**config.mk**
```make
export PLATFORM = sky130hd
export DESIGN_NAME = xirq_entry_ctrl
export DESIGN_NICKNAME = d
export VERILOG_FILES = /design/src/rtl/xirq_pkg.sv /design/src/rtl/xirq_accept.sv /design/src/rtl/xirq_state_xform.sv /design/src/rtl/xirq_save_bank.sv /design/src/rtl/xirq_entry_ctrl.sv
export SDC_FILE = /design/constraint.sdc
export NUM_CORES = 1
export LEC_CHECK = 0
export BUFFER_PORTS_ARGS = -buffer_cell sky130_fd_sc_hd__buf_2
export CAP_MARGIN = 20
export CORE_UTILIZATION = 50
export DETAILED_ROUTE_END_ITERATION = 10
export PLACE_DENSITY = 0.95
export RECOVER_POWER = 25
export SLEW_MARGIN = 20
export SYNTH_ARGS = -nofsm -noshare
export SYNTH_HDL_FRONTEND = slang
export SYNTH_SLANG_ARGS = --single-unit
```
**constraint.sdc**
```tcl
create_clock -name clk -period 2.1 [get_ports clk]
set_clock_uncertainty 0.05 [all_clocks]
set_input_delay 0.21 -clock clk [delete_from_list [all_inputs] [get_ports clk]]
set_output_delay 0.21 -clock clk [all_outputs]
set_load 0.02 [all_outputs]
```
**src/rtl/xirq_pkg.sv**
```systemverilog
// Package: shared field positions and constants for the external interrupt
// entry controller. Index values are positions in a [31:0] vector, where
// big-endian bit n sits at index 31-n. Neighbouring logic decodes these
// positions, so they are fixed.
package xirq_pkg;

    localparam int unsigned STATE_W = 32;
    localparam int unsigned HALF_W  = STATE_W / 2;

    // Machine state field indices
    localparam int unsigned IX_POWER  = 18;
    localparam int unsigned IX_GPRSW  = 17;
    localparam int unsigned IX_ILE    = 16;
    localparam int unsigned IX_EE     = 15;
    localparam int unsigned IX_PRIV   = 14;
    localparam int unsigned IX_FPU    = 13;
    localparam int unsigned IX_MCHK   = 12;
    localparam int unsigned IX_FPX0   = 11;
    localparam int unsigned IX_STEP   = 10;
    localparam int unsigned IX_BRTR   = 9;
    localparam int unsigned IX_FPX1   = 8;
    localparam int unsigned IX_PREFIX = 6;
    localparam int unsigned IX_IXLAT  = 5;
    localparam int unsigned IX_DXLAT  = 4;
    localparam int unsigned IX_RECOV  = 1;
    localparam int unsigned IX_LE     = 0;

    // Indices cleared on entry (the little-endian bit is then reloaded)
    localparam int unsigned N_CLR = 13;
    localparam int unsigned CLR_LIST [N_CLR] = '{
        IX_POWER, IX_GPRSW, IX_EE, IX_PRIV, IX_FPU, IX_FPX0, IX_STEP,
        IX_BRTR, IX_FPX1, IX_IXLAT, IX_DXLAT, IX_RECOV, IX_LE
    };

    // Build the clear mask from the list.
    function automatic logic [STATE_W-1:0] entry_clear_mask();
        logic [STATE_W-1:0] m;
        m = '0;
        for (int i = 0; i < N_CLR; i++) begin
            m[CLR_LIST[i]] = 1'b1;
        end
        return m;
    endfunction

    // Kind of state update issued in a cycle
    typedef enum logic [1:0] {
        UPD_NONE   = 2'd0,
        UPD_ENTRY  = 2'd1,
        UPD_RETURN = 2'd2
    } upd_kind_e;

endpackage

```
**src/rtl/xirq_accept.sv**
```systemverilog
// Module: xirq_accept
// Decides acceptance of the level-sensitive external request. The request
// is looked at only in boundary cycles, and nothing is latched. After an
// entry, a re-arm flag blocks a second entry until the enable bit has been
// observed low. This covers the cycle in which the external state register
// still shows the stale enable.
// Assumes: the state register applies the entry update one cycle after take.
module xirq_accept (
    input  logic clk,
    input  logic rst_n,
    input  logic irq_i,
    input  logic boundary_i,
    input  logic ee_i,
    input  logic rfi_i,
    output logic accept_o
);

    logic blocked_q;

    // Acceptance: boundary, live request, enabled, armed, and no return pending.
    always_comb begin
        accept_o = boundary_i & irq_i & ee_i & ~blocked_q & ~rfi_i;
    end

    // Re-arm flag: set by an entry, cleared once the enable is seen low.
    always_ff @(posedge clk) begin
        if (!rst_n) begin
            blocked_q <= 1'b0;
        end else if (accept_o) begin
            blocked_q <= 1'b1;
        end else if (!ee_i) begin
            blocked_q <= 1'b0;
        end
    end

    AST_BLOCK_AFTER_ENTRY: assert property (@(posedge clk) disable iff (!rst_n)
        accept_o |=> !accept_o);

endmodule

```
**src/rtl/xirq_state_xform.sv**
```systemverilog
// Module: xirq_state_xform
// Pure combinational view of the state rewrites. It gives the entry value
// (selected fields cleared, little-endian loaded from the interrupt-endian
// bit), the return value (low half taken from the saved copy) and the
// handler vector, whose base the prefix bit selects.
// Assumes: the inputs are stable within the cycle.
module xirq_state_xform
    import xirq_pkg::*;
#(
    parameter logic [STATE_W-1:0] VEC_OFFSET = 32'h0000_0500,
    parameter logic [STATE_W-1:0] BASE_LOW   = 32'h0000_0000,
    parameter logic [STATE_W-1:0] BASE_HIGH  = 32'hFFF0_0000
) (
    input  logic [STATE_W-1:0] state_i,
    input  logic [STATE_W-1:0] saved_state_i,
    output logic [STATE_W-1:0] entry_state_o,
    output logic [STATE_W-1:0] return_state_o,
    output logic [STATE_W-1:0] save_image_o,
    output logic [STATE_W-1:0] vector_o
);

    localparam logic [STATE_W-1:0] CLR_MASK = entry_clear_mask();

    // Entry rewrite: clear the selected fields, then copy ILE into LE.
    always_comb begin
        entry_state_o        = state_i & ~CLR_MASK;
        entry_state_o[IX_LE] = state_i[IX_ILE];
    end

    // Return rewrite: keep the upper half, restore the lower half.
    always_comb begin
        return_state_o = {state_i[STATE_W-1:HALF_W], saved_state_i[HALF_W-1:0]};
    end

    // Image stored in the second save register: the upper half is zeroed.
    always_comb begin
        save_image_o = {{HALF_W{1'b0}}, state_i[HALF_W-1:0]};
    end

    // Handler vector: the base chosen by the prefix bit, plus the fixed offset.
    always_comb begin
        vector_o = (state_i[IX_PREFIX] ? BASE_HIGH : BASE_LOW) | VEC_OFFSET;
    end

    always_comb begin
        AST_ENTRY_DROPS_EE: assert (!entry_state_o[IX_EE] && !entry_state_o[IX_PRIV]);
    end

endmodule

```
**src/rtl/xirq_save_bank.sv**
```systemverilog
// Module: xirq_save_bank
// Holds the two save registers. Both load together when an entry is issued
// and hold their contents at all other times. A return only reads them.
// Assumes: load_i is high for one cycle per entry.
module xirq_save_bank
    import xirq_pkg::*;
(
    input  logic               clk,
    input  logic               rst_n,
    input  logic               load_i,
    input  logic [STATE_W-1:0] pc_d_i,
    input  logic [STATE_W-1:0] state_d_i,
    output logic [STATE_W-1:0] pc_q_o,
    output logic [STATE_W-1:0] state_q_o
);

    // Save registers: capture on entry, hold otherwise.
    always_ff @(posedge clk) begin
        if (!rst_n) begin
            pc_q_o    <= '0;
            state_q_o <= '0;
        end else if (load_i) begin
            pc_q_o    <= pc_d_i;
            state_q_o <= state_d_i;
        end
    end

    AST_SAVE_HOLD: assert property (@(posedge clk) disable iff (!rst_n)
        !$past(load_i) |-> ($stable(pc_q_o) && $stable(state_q_o)));

endmodule

```
**src/rtl/xirq_entry_ctrl.sv**
```systemverilog
// Module: xirq_entry_ctrl (top)
// External interrupt entry controller. It combines acceptance, the state
// rewrites and the save registers, and it registers the control outputs so
// that take, redirect and state write appear one cycle after the deciding
// boundary. A return has priority over a request in the same cycle.
// Assumes: the machine state register is external and applies state_new_o
// when state_we_o is high.
module xirq_entry_ctrl
    import xirq_pkg::*;
#(
    parameter logic [31:0] VEC_OFFSET = 32'h0000_0500,
    parameter logic [31:0] BASE_LOW   = 32'h0000_0000,
    parameter logic [31:0] BASE_HIGH  = 32'hFFF0_0000
) (
    input  logic        clk,
    input  logic        rst_n,
    input  logic        irq_i,
    input  logic        boundary_i,
    input  logic        rfi_i,
    input  logic [31:0] state_i,
    input  logic [31:0] next_pc_i,
    output logic        take_o,
    output logic        redirect_o,
    output logic [31:0] redirect_addr_o,
    output logic        state_we_o,
    output logic [31:0] state_new_o,
    output logic [31:0] save_pc_o,
    output logic [31:0] save_state_o
);

    logic               accept;
    upd_kind_e          kind;
    logic [STATE_W-1:0] entry_state;
    logic [STATE_W-1:0] return_state;
    logic [STATE_W-1:0] save_image;
    logic [STATE_W-1:0] vector;

    xirq_accept u_accept (
        .clk        (clk),
        .rst_n      (rst_n),
        .irq_i      (irq_i),
        .boundary_i (boundary_i),
        .ee_i       (state_i[IX_EE]),
        .rfi_i      (rfi_i),
        .accept_o   (accept)
    );

    xirq_state_xform #(
        .VEC_OFFSET (VEC_OFFSET),
        .BASE_LOW   (BASE_LOW),
        .BASE_HIGH  (BASE_HIGH)
    ) u_xform (
        .state_i        (state_i),
        .saved_state_i  (save_state_o),
        .entry_state_o  (entry_state),
        .return_state_o (return_state),
        .save_image_o   (save_image),
        .vector_o       (vector)
    );

    xirq_save_bank u_save (
        .clk       (clk),
        .rst_n     (rst_n),
        .load_i    (accept),
        .pc_d_i    (next_pc_i),
        .state_d_i (save_image),
        .pc_q_o    (save_pc_o),
        .state_q_o (save_state_o)
    );

    // Classify the update for this cycle; a return wins over an entry.
    always_comb begin
        if (rfi_i) begin
            kind = UPD_RETURN;
        end else if (accept) begin
            kind = UPD_ENTRY;
        end else begin
            kind = UPD_NONE;
        end
    end

    // Output stage: register strobes, the target and the new state value.
    always_ff @(posedge clk) begin
        if (!rst_n) begin
            take_o          <= 1'b0;
            redirect_o      <= 1'b0;
            state_we_o      <= 1'b0;
            redirect_addr_o <= '0;
            state_new_o     <= '0;
        end else begin
            take_o     <= (kind == UPD_ENTRY);
            redirect_o <= (kind != UPD_NONE);
            state_we_o <= (kind != UPD_NONE);
            if (kind == UPD_ENTRY) begin
                redirect_addr_o <= vector;
                state_new_o     <= entry_state;
            end else if (kind == UPD_RETURN) begin
                redirect_addr_o <= save_pc_o;
                state_new_o     <= return_state;
            end
        end
    end

    AST_TAKE_NEEDS_ENABLE: assert property (@(posedge clk) disable iff (!rst_n)
        take_o |-> ($past(state_i[IX_EE]) && $past(irq_i) && $past(boundary_i)));
    AST_TAKE_ONE_CYCLE: assert property (@(posedge clk) disable iff (!rst_n)
        take_o |=> !take_o);
    AST_VECTOR_OFFSET: assert property (@(posedge clk) disable iff (!rst_n)
        take_o |-> (redirect_addr_o[19:0] == 20'h00500));
    AST_SAVE_PC_CAPTURE: assert property (@(posedge clk) disable iff (!rst_n)
        take_o |-> (save_pc_o == $past(next_pc_i)));
    AST_SAVE_STATE_CAPTURE: assert property (@(posedge clk) disable iff (!rst_n)
        take_o |-> (save_state_o == {16'h0, $past(state_i[15:0])}));
    AST_LE_FROM_ILE: assert property (@(posedge clk) disable iff (!rst_n)
        take_o |-> (state_we_o && state_new_o[IX_LE] == $past(state_i[IX_ILE])));
    AST_RETURN_NO_TAKE: assert property (@(posedge clk) disable iff (!rst_n)
        $past(rfi_i) |-> (!take_o && redirect_o && state_we_o));

endmodule

```
==> results of run 1 <==
-- layer usage --
layer	up-vias	track usage
met1	1998	0.2852
li1	2030	-
met4	0	0.1250
met2	182	0.4935
met5	-	0
met3	28	0.07512
-- cell usage in the layout, fill, tap and decap left out --
cell / count
buf_2: 133
nand2_1: 132
dfxtp_1: 115
mux2i_1: 73
dlygate4sd3_1: 63
clkbuf_1: 51
nor3_1: 28
o21ai_0: 21
a22o_1: 18
conb_1: 16
clkbuf_16: 16
nor2_1: 15
buf_4: 8
a31oi_1: 5
bufinv_16: 5
clkbuf_8: 4
and3_1: 2
and2_1: 2
o21a_1: 2
clkinv_2: 2
buf_12: 2
nand4b_4: 1
and4b_1: 1
nor3_2: 1
inv_2: 1
nor2_4: 1
nor2b_1: 1
clkinv_4: 1
clkinvlp_4: 1
-- state kept, by name, indices dropped and copies added, names as in the netlist --
signal,flops
redirect_addr_o,32
state_new_o,32
state_we_o,1
take_o,1
u_accept.blocked_q,1
u_save.pc_q_o,32
u_save.state_q_o,16
-- cells by family after synthesis --
family | after synthesis | synth area share
AOI/OAI and AO/OA | 46 | 0.06930
muxes | 73 | 0.1639
buffers and inverters | 55 | 0.07463
other | 1 | 0.0008409
and+or+nand+nor | 184 | 0.1751
DFF | 115 | 0.5163
-- worst reg2reg max path: cells and delay by family, from the launching register on --
kind	cells	cell delay (ns)
simple gates	2	0.63
mux	1	0.29
buf+inv	1	0.36
flops	1	0.31
-- power groups by stage --
stage	sequential [uW]	combinational [uW]	clock, uW
CTS	2300	605	3120
finish	2300	604	3090
global route	2300	651	3230
floorplan	2420	266	0
detailed placement	2340	513	0
global placement	2340	498	0
-- worst paths after layout --
path                    endpoint  slack (ns)  cells past startpoint
max reg2reg  u_save.state_q_o[9]        0.37                      4
min           u_accept.blocked_q        0.06                      3
min reg2reg      state_new_o[16]        0.41                      2
max          u_save.state_q_o[9]        0.37                      4
-- through the flow --
stage | std cells | total power [uW] | setup WS (ns)
finish | 829 | 5990 | 0.3739
CTS | 829 | 6020 | 0.5119
floorplan | 489 | 2689 | 0.7517
global placement | 735 | 2835 | 0.5651
global route | 829 | 6188 | 0.2524
detailed placement | 735 | 2854 | 0.4935
-- cell type report --
class	count	area share
clock buffer	22	0.07080
clock inverter	9	0.02698
inverter	1	0.0005741
multi-input combinational	319	0.2872
sequential	115	0.3521
tap	108	0.02067
timing repair buffer	255	0.2417
==> flow_summary.yaml, run 1 <==
place:
  place_congestion: 0.7508
  port_buffers: 183
  dpl.hpwl_um: 7797
  placed_area_um2: 5338
yosys:
  ys_warn_count: 0
  yosys-top-cells-count: "nand2_1 (132), dfxtp_1 (115), mux2i_1 (73)"
  yosysSeqAreaShare: 0.5163
  synth_top_cell_area_share: 0.5163
  postSynthCellCount: 474
  synth_area_um2: 4459
  synthFlopType: "dfxtp_1"
  yosys_register_bits: 115
  synth_area_per_cell_um2: 9.408
  async_reset_ff_frac: 0
  synth_largest_area_cell: "dfxtp_1"
  synth_area_leaders: "dfxtp_1 (52%), mux2i_1 (16%), nand2_1 (11%), buf_4 (3.7%), a22o_1 (3.5%)"
  synth_edf_count: 0
  synth_cell_types: 24
  synth.most_common_cell: "nand2_1"
drt:
  routedWlPerCell_um: 15.78
  dr_wl_met2_um: 6905
  routed-via-count: 4238
  drtPass1Iterations: 4
  top_layer: "met4"
  wl_um: 13080
  route.met3.wl_um: 785
  dr.first_iter.drc_count: 196
  drtAntennaViolNets: 0
  m1WireLength_um: 5122
  drc_errors: 0
  routed_via_density: 5.112
setup_path:
  cp_data_required_time_ns: 2.46
  cp-startpoint: "u_accept.blocked_q"
  worstSetupPathType: "reg -> reg"
  worstReg2RegStart: "u_accept.blocked_q"
  cp_max_fo: 46
  critical-path-top-delay-family: "simple AND/OR/NAND/NOR gates"
  max_stage_delay_ns: 0.39
  cp_slowest_cell: "nor2_1"
  worst_setup_path_start_kind: "flop"
  crit_buf_inv: 1
  worstPathCellList: "nand4b_4 > nor2_1 > buf_12 > mux2i_1"
  cp.arrival_ns: 2.09
  crit_path_end_kind: "flop"
clocking:
  clk_pin_slew_ns: 0.05
  clk_latency_ns: 0.50
  clockBufferDepth: 2
  htreeDepth: 4
  post_cts_resized: 0
  cts_inserted_buffers: 17
  ctsHoldBuffers: 63
  cts_tree: "done"
  post_cts_buffers: 0
  root_buffer: "clkbuf_8"
  cts_sinks: 115
min_path:
  holdCritStartpoint: "state_i[15]"
  hp-class: "in -> reg"
global_route:
  grt_pass1_vias: 4055
  grt-ovfl-total: 0
  grt_use_total: 0.2699
  antenna_found_initial: 0
  grt_pass1_wl_um: 19150
  grt_max_degree: 83
sta:
  slew_violations: 0
  final_hold_viol_count: 0
  rsz0062_at_grt: "false"
  period_share: 0.8219
  fin_hold_ws_ns: 0.05802
  period_needed_ns: 1.726
  timing.fmax_mhz: 579.4
  relSlewSlack: 0.5222
  final.setup.tns_ns: 0
  tightest_slew_ns: 0.7166
  setup_viol: 0
power:
  p_comb_frac: 0.101
  p_seq_frac: 0.384
  p_clk_frac: 0.515
  powerDensity_nw_per_um2: 916.0
  vdd_drop_max_mv: 0.8056
  internal_power_uw: 4638
  p_leak_uw: 0.002948
  p_sw_uw: 1352
  swShare: 0.2257
finish:
  regArea_um2: 2302
  n_antenna_cell: 0
  utilization: 0.7535
  postLayoutCellArea_um2: 6539
  area_growth_pct: 46.63
  fillers: 621
  final_nets: 778
  drive_above_1_share: 0.2441
  multiInputGateArea_um2: 1878
floorplan:
  die_y_um: 96.44
  die_w_um: 96.44
  core_um2: 8678
  dieArea_um2: 9301
  start_util: 0.5138
  ios: 200
  num_rows: 34
job:
  cap_violations: 0
outcome:
  outcome: "finished, final reports clean"
(Power assumes the default switching activity.)
==> run 2, diff against run 1 <==
- CORE_UTILIZATION: 50 -> 47
- PLACE_DENSITY: 0.95 -> 0.91
- clock period: 2.1 -> 1.7 ns (I/O delays scaled with it)
==> run 2 against run 1 <==
Compared with the run above:
- die area is 6.2% higher
- global-route usage is 2.1 points lower
- combinational power is 22% higher
- non-clock buffer count is 3 higher
- critical path depth is 1 lower
- sequential power is 23% higher
- clock power is 6.5% higher
- hold slack better by 0.067 ns
- routed wire length is 5.6% lower
==> flow_summary.yaml, run 2 (synthesis results as in run 1) <==
outcome:
  outcome: "finished, final reports clean"
setup_path:
  worst_setup_path_start_kind: "flop"
  cp_data_required_time_ns: 2.03
  crit_path_end_kind: "flop"
  cp.arrival_ns: 1.84
  cp_max_fo: 18
  ff2ff_setup_slack_ns: 0.18
  worstSetupPathType: "reg -> reg"
sta:
  period_share: 0.8917
  period_needed_ns: 1.516
  tightest_slew_ns: 0.6620
  fin_hold_ws_ns: 0.1245
  final_hold_viol_count: 0
  final.setup.tns_ns: 0
  rsz0062_at_grt: "false"
  setup_viol: 0
  relSlewSlack: 0.5587
  timing.fmax_mhz: 659.6
  slew_violations: 0
floorplan:
  die_w_um: 99.41
  die_y_um: 99.41
  core_um2: 9196
  start_util: 0.4849
  dieArea_um2: 9881
  ios: 200
  num_rows: 35
finish:
  area_growth_pct: 45.15
  utilization: 0.7038
  mostFrequentLayoutCells: "nand2_1 (132), buf_2 (125), dfxtp_1 (115)"
  final_nets: 781
  reg.largest.list: "redirect_addr_o: 32 flops, state_new_o: 32 flops, u_save.pc_q_o: 32 flops"
  final_common_cell: "nand2_1"
  drive_above_1_share: 0.2372
  n_antenna_cell: 0
clocking:
  cts_inserted_buffers: 17
  cts_tree: "done"
  post_cts_buffers: 0
  htreeDepth: 4
  clockBufferDepth: 2
  clk_latency_ns: 0.49
  root_buffer: "clkbuf_8"
  cts_sinks: 115
  clk_pin_slew_ns: 0.05
min_path:
  hp-class: "in -> reg"
global_route:
  antenna_found_initial: 0
  gr-usage-met3: 0.07730
  grt_pass1_vias: 3992
  grt_max_degree: 73
  grt_use_met1: 0.2790
  grt-ovfl-total: 0
  met2_usage: 0.4509
  grt_pass1_wl_um: 19360
  grt_busiest_layer: "met2"
  grt_use_total: 0.2489
drt:
  dr.first_iter.drc_count: 196
  routed_via_density: 4.981
  drc_errors: 0
  drtAntennaViolNets: 0
  wl_um: 12350
  routed-via-count: 4164
  routedWlPerCell_um: 14.78
  drtPass1Iterations: 4
job:
  cap_violations: 0
place:
  place_congestion: 0.7569
  port_buffers: 183
  dpl.hpwl_um: 7632
power:
  p_leak_uw: 0.002883
  vdd_drop_max_mv: 0.6504
  powerDensity_nw_per_um2: 1061
[run 2: changes by cell type in the layout (fill, tap and decap cells not counted), moves of 2 or more]
| cell | previous run | this run |
|---|---|---|
| clkbuf_8 | 4 | 1 |
| buf_4 | 8 | 10 |
| clkinv_2 | 2 | 6 |
| buf_2 | 133 | 125 |
| bufinv_16 | 5 | 2 |
| clkinvlp_4 | 1 | 3 |
| dlygate4sd3_1 | 63 | 65 |
| clkbuf_1 | 51 | 58 |
[run 2: metrics by stage]
| step | instances | total power, uW | setup WS (ns) | area (um^2) |
|---|---|---|---|---|
| 2_1_floorplan | 489 | 3322 | 0.3517 | 4516 |
| 3_3_place_gp | 739 | 3497 | 0.2595 | 5336 |
| 3_5_place_dp | 739 | 3518 | 0.1925 | 5336 |
| 4_1_cts | 836 | 6936 | 0.1871 | 6544 |
| 5_1_grt | 836 | 7136 | 0.09176 | 6472 |
| 6_report | 836 | 6865 | 0.1840 | 6472 |
[run 2: final cells by class]
type	count	area [um^2]
sequential	115	2302
multi-input combinational	319	1886
inverter	1	3.754
fill	714	2724
clock inverter	14	138.9
timing repair buffer	258	1585
clock buffer	18	417.9
tap	111	138.9
[run 2: critical path, cell delays in order, from the launching register on]
cell and delay, ns:
dfxtp_1 0.31, nand4b_4 0.27, and3_1 0.46, a22o_1 0.32
[run 2: repair_timing]
action | 4_1_cts | 5_1_grt
endpoints found under the hold margin | 71 | 0
hold buffers | 65 | 0
resized for setup | 0 | 0
[run 2: path summary, 6_finish.rpt]
check | from | end | depth (start not counted)
setup / recovery | u_accept.blocked_q | redirect_addr_o[9] | 3
hold / removal | rfi_i | state_new_o[15] | 3
setup reg to reg | u_accept.blocked_q | redirect_addr_o[9] | 3
hold reg to reg | state_new_o[19] | state_new_o[19] | 2
[run 2: where the power goes]
part | switching, uW | internal [uW]
Clock | 1220 | 2070
Combinational | 429 | 309
Sequential | 53.0 | 2790
[run 2: layer usage]
layer,routed length [um],up-vias
met4,232,0
met2,6257,157
li1,-,2036
met3,744,19
met1,5117,1952
met5,0,-
